### src/rtl/mbx_pkg.sv
package mbx_pkg;
    typedef enum logic [2:0] {
        MB_IDLE      = 3'd0,
        MB_WAIT_CMD  = 3'd1,
        MB_WAIT_LEN  = 3'd2,
        MB_WAIT_DATA = 3'd3,
        MB_RUN_RSP   = 3'd4,
        MB_RUN_REQ   = 3'd5,
        MB_FAULT     = 3'd6
    } mb_state_e;

    typedef enum logic [3:0] {
        CS_BUSY = 4'd0,
        CS_DONE = 4'd2,
        CS_FAIL = 4'd3
    } mb_cstat_e;

    localparam logic [5:0] OFF_CLAIM  = 6'h00;
    localparam logic [5:0] OFF_USER   = 6'h04;
    localparam logic [5:0] OFF_CMD    = 6'h08;
    localparam logic [5:0] OFF_LEN    = 6'h0C;
    localparam logic [5:0] OFF_DIN    = 6'h10;
    localparam logic [5:0] OFF_DOUT   = 6'h14;
    localparam logic [5:0] OFF_RUN    = 6'h18;
    localparam logic [5:0] OFF_STATUS = 6'h1C;
    localparam logic [5:0] OFF_FREE   = 6'h20;
endpackage

### src/rtl/mbx_fifo.sv
module mbx_fifo #(
    parameter int W     = 32,
    parameter int DEPTH = 64
) (
    input  logic         clk,
    input  logic         rst_n,
    input  logic         flush,
    input  logic         push,
    input  logic [W-1:0] din,
    input  logic         pop,
    output logic [W-1:0] dout,
    output logic         empty,
    output logic         full
);
    localparam int PW = $clog2(DEPTH);

    logic [W-1:0] mem [DEPTH];
    logic [PW-1:0] wptr, rptr;
    logic [PW:0]   cnt;

    assign empty = (cnt == '0);
    assign full  = (cnt == (PW+1)'(DEPTH));
    assign dout  = mem[rptr];

    always_ff @(posedge clk) begin
        if (push) mem[wptr] <= din;
    end

    always_ff @(posedge clk or negedge rst_n) begin
        if (!rst_n) begin
            wptr <= '0;
            rptr <= '0;
            cnt  <= '0;
        end else if (flush) begin
            wptr <= '0;
            rptr <= '0;
            cnt  <= '0;
        end else begin
            if (push) wptr <= (wptr == PW'(DEPTH-1)) ? '0 : wptr + 1'b1;
            if (pop)  rptr <= (rptr == PW'(DEPTH-1)) ? '0 : rptr + 1'b1;
            cnt <= cnt + (PW+1)'(push) - (PW+1)'(pop);
        end
    end

    assert_no_overflow_R6: assert property (@(posedge clk) disable iff (!rst_n)
        push |-> !full);
    assert_no_underflow_R6: assert property (@(posedge clk) disable iff (!rst_n)
        pop |-> !empty);
    assert_flush_empties_R8: assert property (@(posedge clk) disable iff (!rst_n)
        flush |=> empty);
endmodule

### src/rtl/mbx_seq.sv
module mbx_seq
    import mbx_pkg::*;
(
    input  logic      clk,
    input  logic      rst_n,
    input  logic      claim_rd,
    input  logic      cmd_wr,
    input  logic      len_wr,
    input  logic      data_wr,
    input  logic      go_wr,
    input  logic      stop_wr,
    input  logic      free_wr,
    input  logic      rsp_done,
    input  logic      rsp_fail,
    output mb_state_e state,
    output logic [3:0] cstat,
    output logic      flush
);
    mb_state_e nxt;
    mb_cstat_e cs_q;
    logic      misplaced;

    always_comb begin
        nxt = state;
        misplaced = 1'b0;
        if (free_wr) begin
            nxt = MB_IDLE;
        end else begin
            unique case (state)
                MB_IDLE:      if (claim_rd) nxt = MB_WAIT_CMD;
                MB_WAIT_CMD: begin
                    misplaced = len_wr || data_wr;
                    if (cmd_wr) nxt = MB_WAIT_LEN;
                    else if (misplaced) nxt = MB_FAULT;
                end
                MB_WAIT_LEN: begin
                    misplaced = cmd_wr || data_wr;
                    if (len_wr) nxt = MB_WAIT_DATA;
                    else if (misplaced) nxt = MB_FAULT;
                end
                MB_WAIT_DATA: begin
                    misplaced = cmd_wr || len_wr;
                    if (misplaced) nxt = MB_FAULT;
                    else if (go_wr) nxt = MB_RUN_RSP;
                end
                MB_RUN_RSP: begin
                    misplaced = cmd_wr || len_wr || data_wr;
                    if (misplaced) nxt = MB_FAULT;
                    else if (rsp_done) nxt = MB_RUN_REQ;
                end
                MB_RUN_REQ: begin
                    misplaced = cmd_wr || len_wr || data_wr;
                    if (misplaced) nxt = MB_FAULT;
                    else if (stop_wr) nxt = MB_IDLE;
                end
                MB_FAULT:     if (stop_wr) nxt = MB_IDLE;
                default:      nxt = MB_IDLE;
            endcase
        end
    end

    always_ff @(posedge clk or negedge rst_n) begin
        if (!rst_n) state <= MB_IDLE;
        else        state <= nxt;
    end

    always_ff @(posedge clk or negedge rst_n) begin
        if (!rst_n)
            cs_q <= CS_BUSY;
        else if (state == MB_RUN_RSP && nxt == MB_RUN_REQ)
            cs_q <= rsp_fail ? CS_FAIL : CS_DONE;
        else if (nxt == MB_IDLE || nxt == MB_RUN_RSP)
            cs_q <= CS_BUSY;
    end

    assign cstat = cs_q;
    assign flush = (nxt == MB_IDLE);

    assert_claim_grant_R1: assert property (@(posedge clk) disable iff (!rst_n)
        (state == MB_IDLE && claim_rd && !free_wr) |=> state == MB_WAIT_CMD);
    assert_order_fault_R5: assert property (@(posedge clk) disable iff (!rst_n)
        (state == MB_WAIT_CMD && (len_wr || data_wr) && !free_wr) |=> state == MB_FAULT);
    assert_result_code_R7: assert property (@(posedge clk) disable iff (!rst_n)
        (state == MB_RUN_RSP && rsp_done && !(cmd_wr || len_wr || data_wr) && !free_wr)
        |=> (state == MB_RUN_REQ && cstat == ($past(rsp_fail) ? 4'd3 : 4'd2)));
    assert_release_R8: assert property (@(posedge clk) disable iff (!rst_n)
        ((state == MB_RUN_REQ || state == MB_FAULT) && stop_wr && !misplaced) |=> state == MB_IDLE);
    assert_idle_hold_R9: assert property (@(posedge clk) disable iff (!rst_n)
        (state == MB_IDLE && !claim_rd) |=> state == MB_IDLE);
    assert_force_free_R10: assert property (@(posedge clk) disable iff (!rst_n)
        free_wr |=> state == MB_IDLE);
endmodule

### src/rtl/mbx_ctrl.sv
module mbx_ctrl
    import mbx_pkg::*;
#(
    parameter int          ADDR_W  = 6,
    parameter int          DEPTH   = 64,
    parameter int          LEN_W   = 16,
    parameter logic [31:0] USER_ID = 32'h0000_0001
) (
    input  logic              clk,
    input  logic              rst_n,
    input  logic [ADDR_W-1:0] req_addr,
    input  logic              req_wr,
    input  logic              req_rd,
    input  logic [31:0]       req_wdata,
    output logic [31:0]       req_rdata,
    output logic              rsp_valid,
    input  logic              rsp_pop,
    output logic [31:0]       rsp_word,
    output logic [31:0]       rsp_cmd,
    output logic [LEN_W-1:0]  rsp_len,
    input  logic              rsp_done,
    input  logic              rsp_fail,
    input  logic [31:0]       rsp_result
);
    localparam int NW = LEN_W + 1;

    mb_state_e     state;
    logic [3:0]    cstat;
    logic          flush, empty, full, push, pop, held;
    logic [31:0]   cmd_q, len_q, res_q;
    logic [NW-1:0] need, pcnt;

    function automatic logic hit(input logic [ADDR_W-1:0] a, input logic [5:0] off);
        return a == ADDR_W'(off);
    endfunction

    logic claim_rd, cmd_wr, len_wr, data_wr, go_wr, stop_wr, free_wr, done_ok;
    assign claim_rd = req_rd && hit(req_addr, OFF_CLAIM);
    assign cmd_wr   = req_wr && hit(req_addr, OFF_CMD);
    assign len_wr   = req_wr && hit(req_addr, OFF_LEN);
    assign data_wr  = req_wr && hit(req_addr, OFF_DIN);
    assign go_wr    = req_wr && hit(req_addr, OFF_RUN) && req_wdata[0];
    assign stop_wr  = req_wr && hit(req_addr, OFF_RUN) && !req_wdata[0];
    assign free_wr  = req_wr && hit(req_addr, OFF_FREE) && req_wdata[0];
    assign done_ok  = rsp_done && (state == MB_RUN_RSP);

    mbx_seq u_seq (
        .clk(clk), .rst_n(rst_n),
        .claim_rd(claim_rd), .cmd_wr(cmd_wr), .len_wr(len_wr), .data_wr(data_wr),
        .go_wr(go_wr), .stop_wr(stop_wr), .free_wr(free_wr),
        .rsp_done(done_ok), .rsp_fail(rsp_fail),
        .state(state), .cstat(cstat), .flush(flush)
    );

    assign held = (state != MB_IDLE);
    assign need = ({1'b0, len_q[LEN_W-1:0]} + NW'(3)) >> 2;
    assign push = data_wr && (state == MB_WAIT_DATA) && !free_wr && (pcnt < need) && !full;
    assign pop  = rsp_pop && rsp_valid;

    mbx_fifo #(.W(32), .DEPTH(DEPTH)) u_fifo (
        .clk(clk), .rst_n(rst_n), .flush(flush),
        .push(push), .din(req_wdata), .pop(pop),
        .dout(rsp_word), .empty(empty), .full(full)
    );

    always_ff @(posedge clk or negedge rst_n) begin
        if (!rst_n) begin
            cmd_q <= '0;
            len_q <= '0;
            res_q <= '0;
            pcnt  <= '0;
        end else if (flush) begin
            cmd_q <= '0;
            len_q <= '0;
            res_q <= '0;
            pcnt  <= '0;
        end else begin
            if (cmd_wr && state == MB_WAIT_CMD) cmd_q <= req_wdata;
            if (len_wr && state == MB_WAIT_LEN) len_q <= req_wdata;
            if (push) pcnt <= pcnt + 1'b1;
            if (done_ok) res_q <= rsp_result;
        end
    end

    assign rsp_valid = (state == MB_RUN_RSP) && !empty;
    assign rsp_cmd   = cmd_q;
    assign rsp_len   = len_q[LEN_W-1:0];

    always_comb begin
        req_rdata = '0;
        if (hit(req_addr, OFF_CLAIM))       req_rdata = {31'b0, held};
        else if (hit(req_addr, OFF_USER))   req_rdata = held ? USER_ID : '0;
        else if (hit(req_addr, OFF_CMD))    req_rdata = cmd_q;
        else if (hit(req_addr, OFF_LEN))    req_rdata = len_q;
        else if (hit(req_addr, OFF_DOUT))   req_rdata = res_q;
        else if (hit(req_addr, OFF_RUN))
            req_rdata = {31'b0, state == MB_RUN_RSP || state == MB_RUN_REQ};
        else if (hit(req_addr, OFF_STATUS))
            req_rdata = {22'b0, held, state, 2'b00, cstat};
    end

    assert_push_bound_R6: assert property (@(posedge clk) disable iff (!rst_n)
        (state == MB_WAIT_DATA) |-> pcnt <= need);
    assert_pop_only_running_R6: assert property (@(posedge clk) disable iff (!rst_n)
        rsp_valid |-> state == MB_RUN_RSP);
    assert_idle_no_words_R9: assert property (@(posedge clk) disable iff (!rst_n)
        (state == MB_IDLE) |-> !rsp_valid);
endmodule

### config.mk
export PLATFORM = sky130hd
export DESIGN_NAME = mbx_ctrl
export DESIGN_NICKNAME = d
export VERILOG_FILES = /design/src/rtl/mbx_pkg.sv /design/src/rtl/mbx_fifo.sv /design/src/rtl/mbx_seq.sv /design/src/rtl/mbx_ctrl.sv
export SDC_FILE = /design/constraint.sdc
export NUM_CORES = 2
export LEC_CHECK = 0
export BUFFER_PORTS_ARGS = -buffer_cell sky130_fd_sc_hd__buf_2
export CELL_PAD_IN_SITES_DETAIL_PLACEMENT = 0
export CELL_PAD_IN_SITES_GLOBAL_PLACEMENT = 1
export CORE_ASPECT_RATIO = 0.5
export CORE_UTILIZATION = 24
export DETAILED_ROUTE_END_ITERATION = 6
export GPL_ROUTABILITY_DRIVEN = 0
export PLACE_DENSITY_LB_ADDON = 0.05
export SYNTH_ARGS = -nofsm -noshare
export SYNTH_HDL_FRONTEND = slang
export SYNTH_HIERARCHICAL = 1
export SYNTH_SLANG_ARGS = --single-unit
### constraint.sdc
create_clock -name clk -period 6.8 [get_ports clk]
set_input_delay 0.68 -clock clk [delete_from_list [all_inputs] [get_ports clk]]
set_output_delay 0.68 -clock clk [all_outputs]
set_load 0.01 [all_outputs]
==> results summary <==
The arrival time at the worst endpoint came out at between 5000 and 6000 ps. Counting flops with an async set or reset pin after synthesis yields a share of 6.27%. Setup violations remaining at the end of the flow were counted as 0. The via count of the routed design came out at 44.2k.

The filler cell count is between 30k and 40k. Sequential elements use between 70% and 80% of the synthesized area. The violation count after the first detailed-routing iteration is between 4k and 5k.

The count of warnings emitted by yosys is 6. The die span in x is between 800 and 900 um. The startpoint of the most critical hold path is req_wdata[28]. For hold timing, the worst endpoint is u_fifo/mem[40][28]. The worst register-to-register path ends at u_fifo/mem[18][14].

Setup repair after global routing left no endpoint under its margin. Final hold analysis gives a worst-case slack of 107 ps. The cell family with the largest share of critical-path delay is simple AND/OR/NAND/NOR gates. The final worst setup slack is 992 ps. For this run, the total global-route usage over all layers was measured as 16.9%. The number of placement rows is 154.

Traced cell by cell, the critical path runs through buf_4, nand2b_1, nor2_1, buf_4, a221oi_1, o21ai_0, nor2_1, a21oi_1, buf_2. In the synthesized netlist the dominant register cell turns out to be sky130_fd_sc_hd__edfxtp_1. The hold violation total from the final report is 0. The count of pins on the block boundary is 190. Dividing the detail-routed wire length by the instance count gives 32.1 um. The total number of clock tree sinks came out at around 2.2k. The via count of the first global-routing pass is 45.5k. The leakage dissipation came out at 31.2 nW. The final routed DRC violation total came out at 0. The worst setup skew after layout is 58.4 ps.

A synthesized cell averages 20.2 um2. The number of buffers created by CTS is 226. The headroom to the max-slew limit came out at 11.0%. The fraction of the cycle the final worst path needs is 85.4%.

The count of nets left with antenna violations once routing finished came out at 0. The startpoint identified for the worst register-to-register timing path is len_q[2]. The worst setup path is launched from a register.

Before antenna repair, the detailed router went through 6 iterations. In this run the worst path has a maximum fanout of 16. The total area inside the core boundary comes to 0.353 mm2.

The total of buffers placed on input and output ports came out at 189. The path category of the worst min-delay check is in2reg. The clock insertion delay at the later pin of the skew report came out at 910 ps. The layout overhead on the synthesized area is 18.5%. The maximum ir drop on the vdd rail came out at ~210 uV. The fmax is 172 MHz.

The cell count after synthesis came out at around 4.2k. TritonCTS built the clock tree. The instance count along the most critical hold path is 1. Data on the critical path is required at its endpoint by around 6000 ps.

The largest individual stage delay along the critical path comes from the cell sky130_fd_sc_hd__dfrtp_2. The power per cell area is 285 mW/mm2. The maximum level of the CTS H-tree came out at 4. The setup slack at placement came out at 1110 ps. The detailed placement HPWL is approximately 200 mm. Counting cells, the worst reg-to-reg path comes to 14. The cell area after synthesis is around 0.085 mm2. The number of register bits inferred by synthesis is 2185.

The area enclosed by the die boundary came out at around 0.36 mm2. The minimum period implied by the final worst setup slack is between 5000 and 6000 ps. The clock tree buffer depth is 4. The root buffer cell chosen for the clock tree is sky130_fd_sc_hd__clkbuf_16. The register-to-register setup slack came out at approximately 1200 ps. For the pin with the worst max-slew slack, the measured transition is 1320 ps.

The type of element capturing the critical path is an output port. The routed via count divided by cell count came out at 4.60. Setup total negative slack on the finished layout was measured at 0 ps. Gates resized during post-CTS repair numbered 0.

The number of synthesized flops with an enable pin came out at 2048. The quantity of hold-fixing buffers added after cts came out at 31. The number of antenna violations at the first check in global routing was 44. The number of nets in the finished design is roughly 4.8k. The number of buffers added for setup after CTS is 0. The share of post-route cells with drive strength above 1 is 28.4%. The critical path is of the reg2out type. Once layout is done, the placed cells without fillers occupy 0.101 mm2. The number of max-slew violations in the final report came out at 0. The combined buffer and inverter count along the critical path is 3. The placed instances occupy a cell area of 0.0935 mm2. The run finished with clean final reports. The pin count of the biggest net entering global routing is 79.

The global-route wire length before repair came out at 417 mm. The distinct cell type count of the synthesized netlist is 81. The initial cell density of the core came out at 24.2%. On the worst path, the slowest cell contributes a delay of 680 ps.

The leftover overflow at the end of global routing came out at 0. The die outline height is 424 um. Max-cap violations in this run came to 0. After clock tree synthesis, the clock-pin slew on the worst setup and hold paths is about 70 ps. The final wirelength is 309 mm.
==> logic make-up after synthesis <==
| group | after synthesis | synth area share, % |
|---|---|---|
| xor gates and xnor gates | 21 | 0.215 |
| muxes | 564 | 14.1 |
| other | 1 | 0.00439 |
| buffers and inverters | 311 | 1.90 |
| AOI/OAI and AO/OA | 520 | 4.17 |
| adders and majority gates | 27 | 0.404 |
| and+or+nand+nor | 598 | 3.16 |
| DFF | 2185 | 76.1 |
==> flip-flops by register name, indices dropped and copies added (netlist names) <==
signal and cells:
u_fifo/mem 2048, len_q 32, res_q 32, rsp_cmd 32
pcnt 17, u_fifo/cnt 7, u_fifo/rptr 6, u_fifo/wptr 6
u_seq/state 3, u_seq/cstat 2
==> worst max-delay path by stage <==
stage / startpoint / to / slack, ps / cells past startpoint
2_1_floorplan: len_q[3] / u_fifo/mem[49][0] / 710 / 14
3_3_place_gp: len_q[3] / u_fifo/mem[26][1] / 1010 / 14
3_5_place_dp: len_q[3] / u_fifo/mem[18][18] / 1110 / 14
4_1_cts: u_fifo/rptr[3] / rsp_word[13] / 730 / 9
5_1_grt: u_fifo/rptr[1] / rsp_word[13] / 790 / 8
6_report: u_fifo/rptr[3] / rsp_word[13] / 990 / 9
==> cells in the final DEF (no fill, tap or decap), drive strengths merged, types with 30 or more instances in the layout <==
cell type	netlist	final
nand2	260	260
mux4	508	508
dfrtp	137	137
clkinv	0	107
nor3	47	47
buf	169	424
dlygate4sd3	0	31
mux2i	37	37
clkbuf	94	262
o22ai	88	88
edfxtp	2048	2048
nor2b	35	35
nor2	157	157
o21ai	40	40
bufinv	0	30
a22oi	69	69
a221oi	39	39
inv	48	50
a21oi	168	168
==> Yosys cell counts, types with 6 or more instances <==
cell type / count / share of area, %
sky130_fd_sc_hd__a211oi_1: 7 / 0.062
sky130_fd_sc_hd__mux2_2: 13 / 0.17
sky130_fd_sc_hd__buf_2: 74 / 0.43
sky130_fd_sc_hd__a31oi_1: 7 / 0.051
sky130_fd_sc_hd__nand4_1: 11 / 0.081
sky130_fd_sc_hd__a22oi_1: 69 / 0.61
sky130_fd_sc_hd__nand2b_1: 14 / 0.10
sky130_fd_sc_hd__nor4_1: 6 / 0.044
sky130_fd_sc_hd__nor2b_1: 35 / 0.26
sky130_fd_sc_hd__xor2_1: 11 / 0.11
sky130_fd_sc_hd__inv_1: 47 / 0.21
sky130_fd_sc_hd__buf_4: 59 / 0.52
sky130_fd_sc_hd__mux2_1: 6 / 0.079
sky130_fd_sc_hd__a222oi_1: 24 / 0.28
sky130_fd_sc_hd__edfxtp_1: 2048 / 72
sky130_fd_sc_hd__a21oi_1: 168 / 0.98
sky130_fd_sc_hd__nand2_1: 260 / 1.1
sky130_fd_sc_hd__buf_6: 19 / 0.25
sky130_fd_sc_hd__dfrtp_1: 137 / 4.0
sky130_fd_sc_hd__nor2_1: 157 / 0.69
sky130_fd_sc_hd__buf_1: 17 / 0.075
sky130_fd_sc_hd__a22o_1: 7 / 0.072
sky130_fd_sc_hd__o21ai_1: 16 / 0.094
sky130_fd_sc_hd__ha_1: 26 / 0.38
sky130_fd_sc_hd__nor3b_1: 6 / 0.053
sky130_fd_sc_hd__nor3_1: 46 / 0.27
sky130_fd_sc_hd__o22ai_1: 88 / 0.64
sky130_fd_sc_hd__a221oi_1: 39 / 0.40
sky130_fd_sc_hd__xnor2_1: 10 / 0.10
sky130_fd_sc_hd__mux2i_1: 37 / 0.43
sky130_fd_sc_hd__o21ai_0: 24 / 0.14
sky130_fd_sc_hd__o221ai_1: 25 / 0.26
sky130_fd_sc_hd__mux4_2: 508 / 13
sky130_fd_sc_hd__clkbuf_1: 93 / 0.41
sky130_fd_sc_hd__nand3_1: 26 / 0.15
==> stage by stage <==
stage / std cells / power (mW) / util [%]
floorplan: 4228 / 15.7 / -
global placement: 9147 / 16.4 / 26.5
detailed placement: 9147 / 16.5 / 26.5
CTS: 9586 / 29.4 / 28.6
global route: 9586 / 29.9 / 28.6
finish: 9601 / 28.8 / 28.7
==> final cells by class <==
| type | instances | area, um2 | share of cell area (%) |
|---|---|---|---|
| antenna | 15 | 37.5 | 0.0371 |
| clock buffer | 262 | 5830 | 5.77 |
| clock inverter | 146 | 1480 | 1.47 |
| inverter | 48 | 180 | 0.178 |
| multi-input combinational | 1732 | 19400 | 19.2 |
| sequential | 2185 | 64900 | 64.2 |
| tap | 4758 | 5950 | 5.89 |
| timing repair buffer | 455 | 3330 | 3.29 |
==> power by group <==
part,leakage (nW),internal [mW],switching [mW]
Clock,3.58,7.24,5.48
Combinational,7.29,0.378,0.989
Sequential,20.3,14.7,0.0356
Total,31.2,22.3,6.51
==> per-layer routing <==
metal  vias to the layer above  part of all wire, %  GRT usage (%)
met2                      1183                   47           27.6
met5                         -                    0              0
met3                       289                  4.7           2.38
li1                      18359                    -              -
met1                     24362                   46           24.4
met4                         0                  1.6           2.85
No activity file was read; power rests on OpenSTA's default activity.
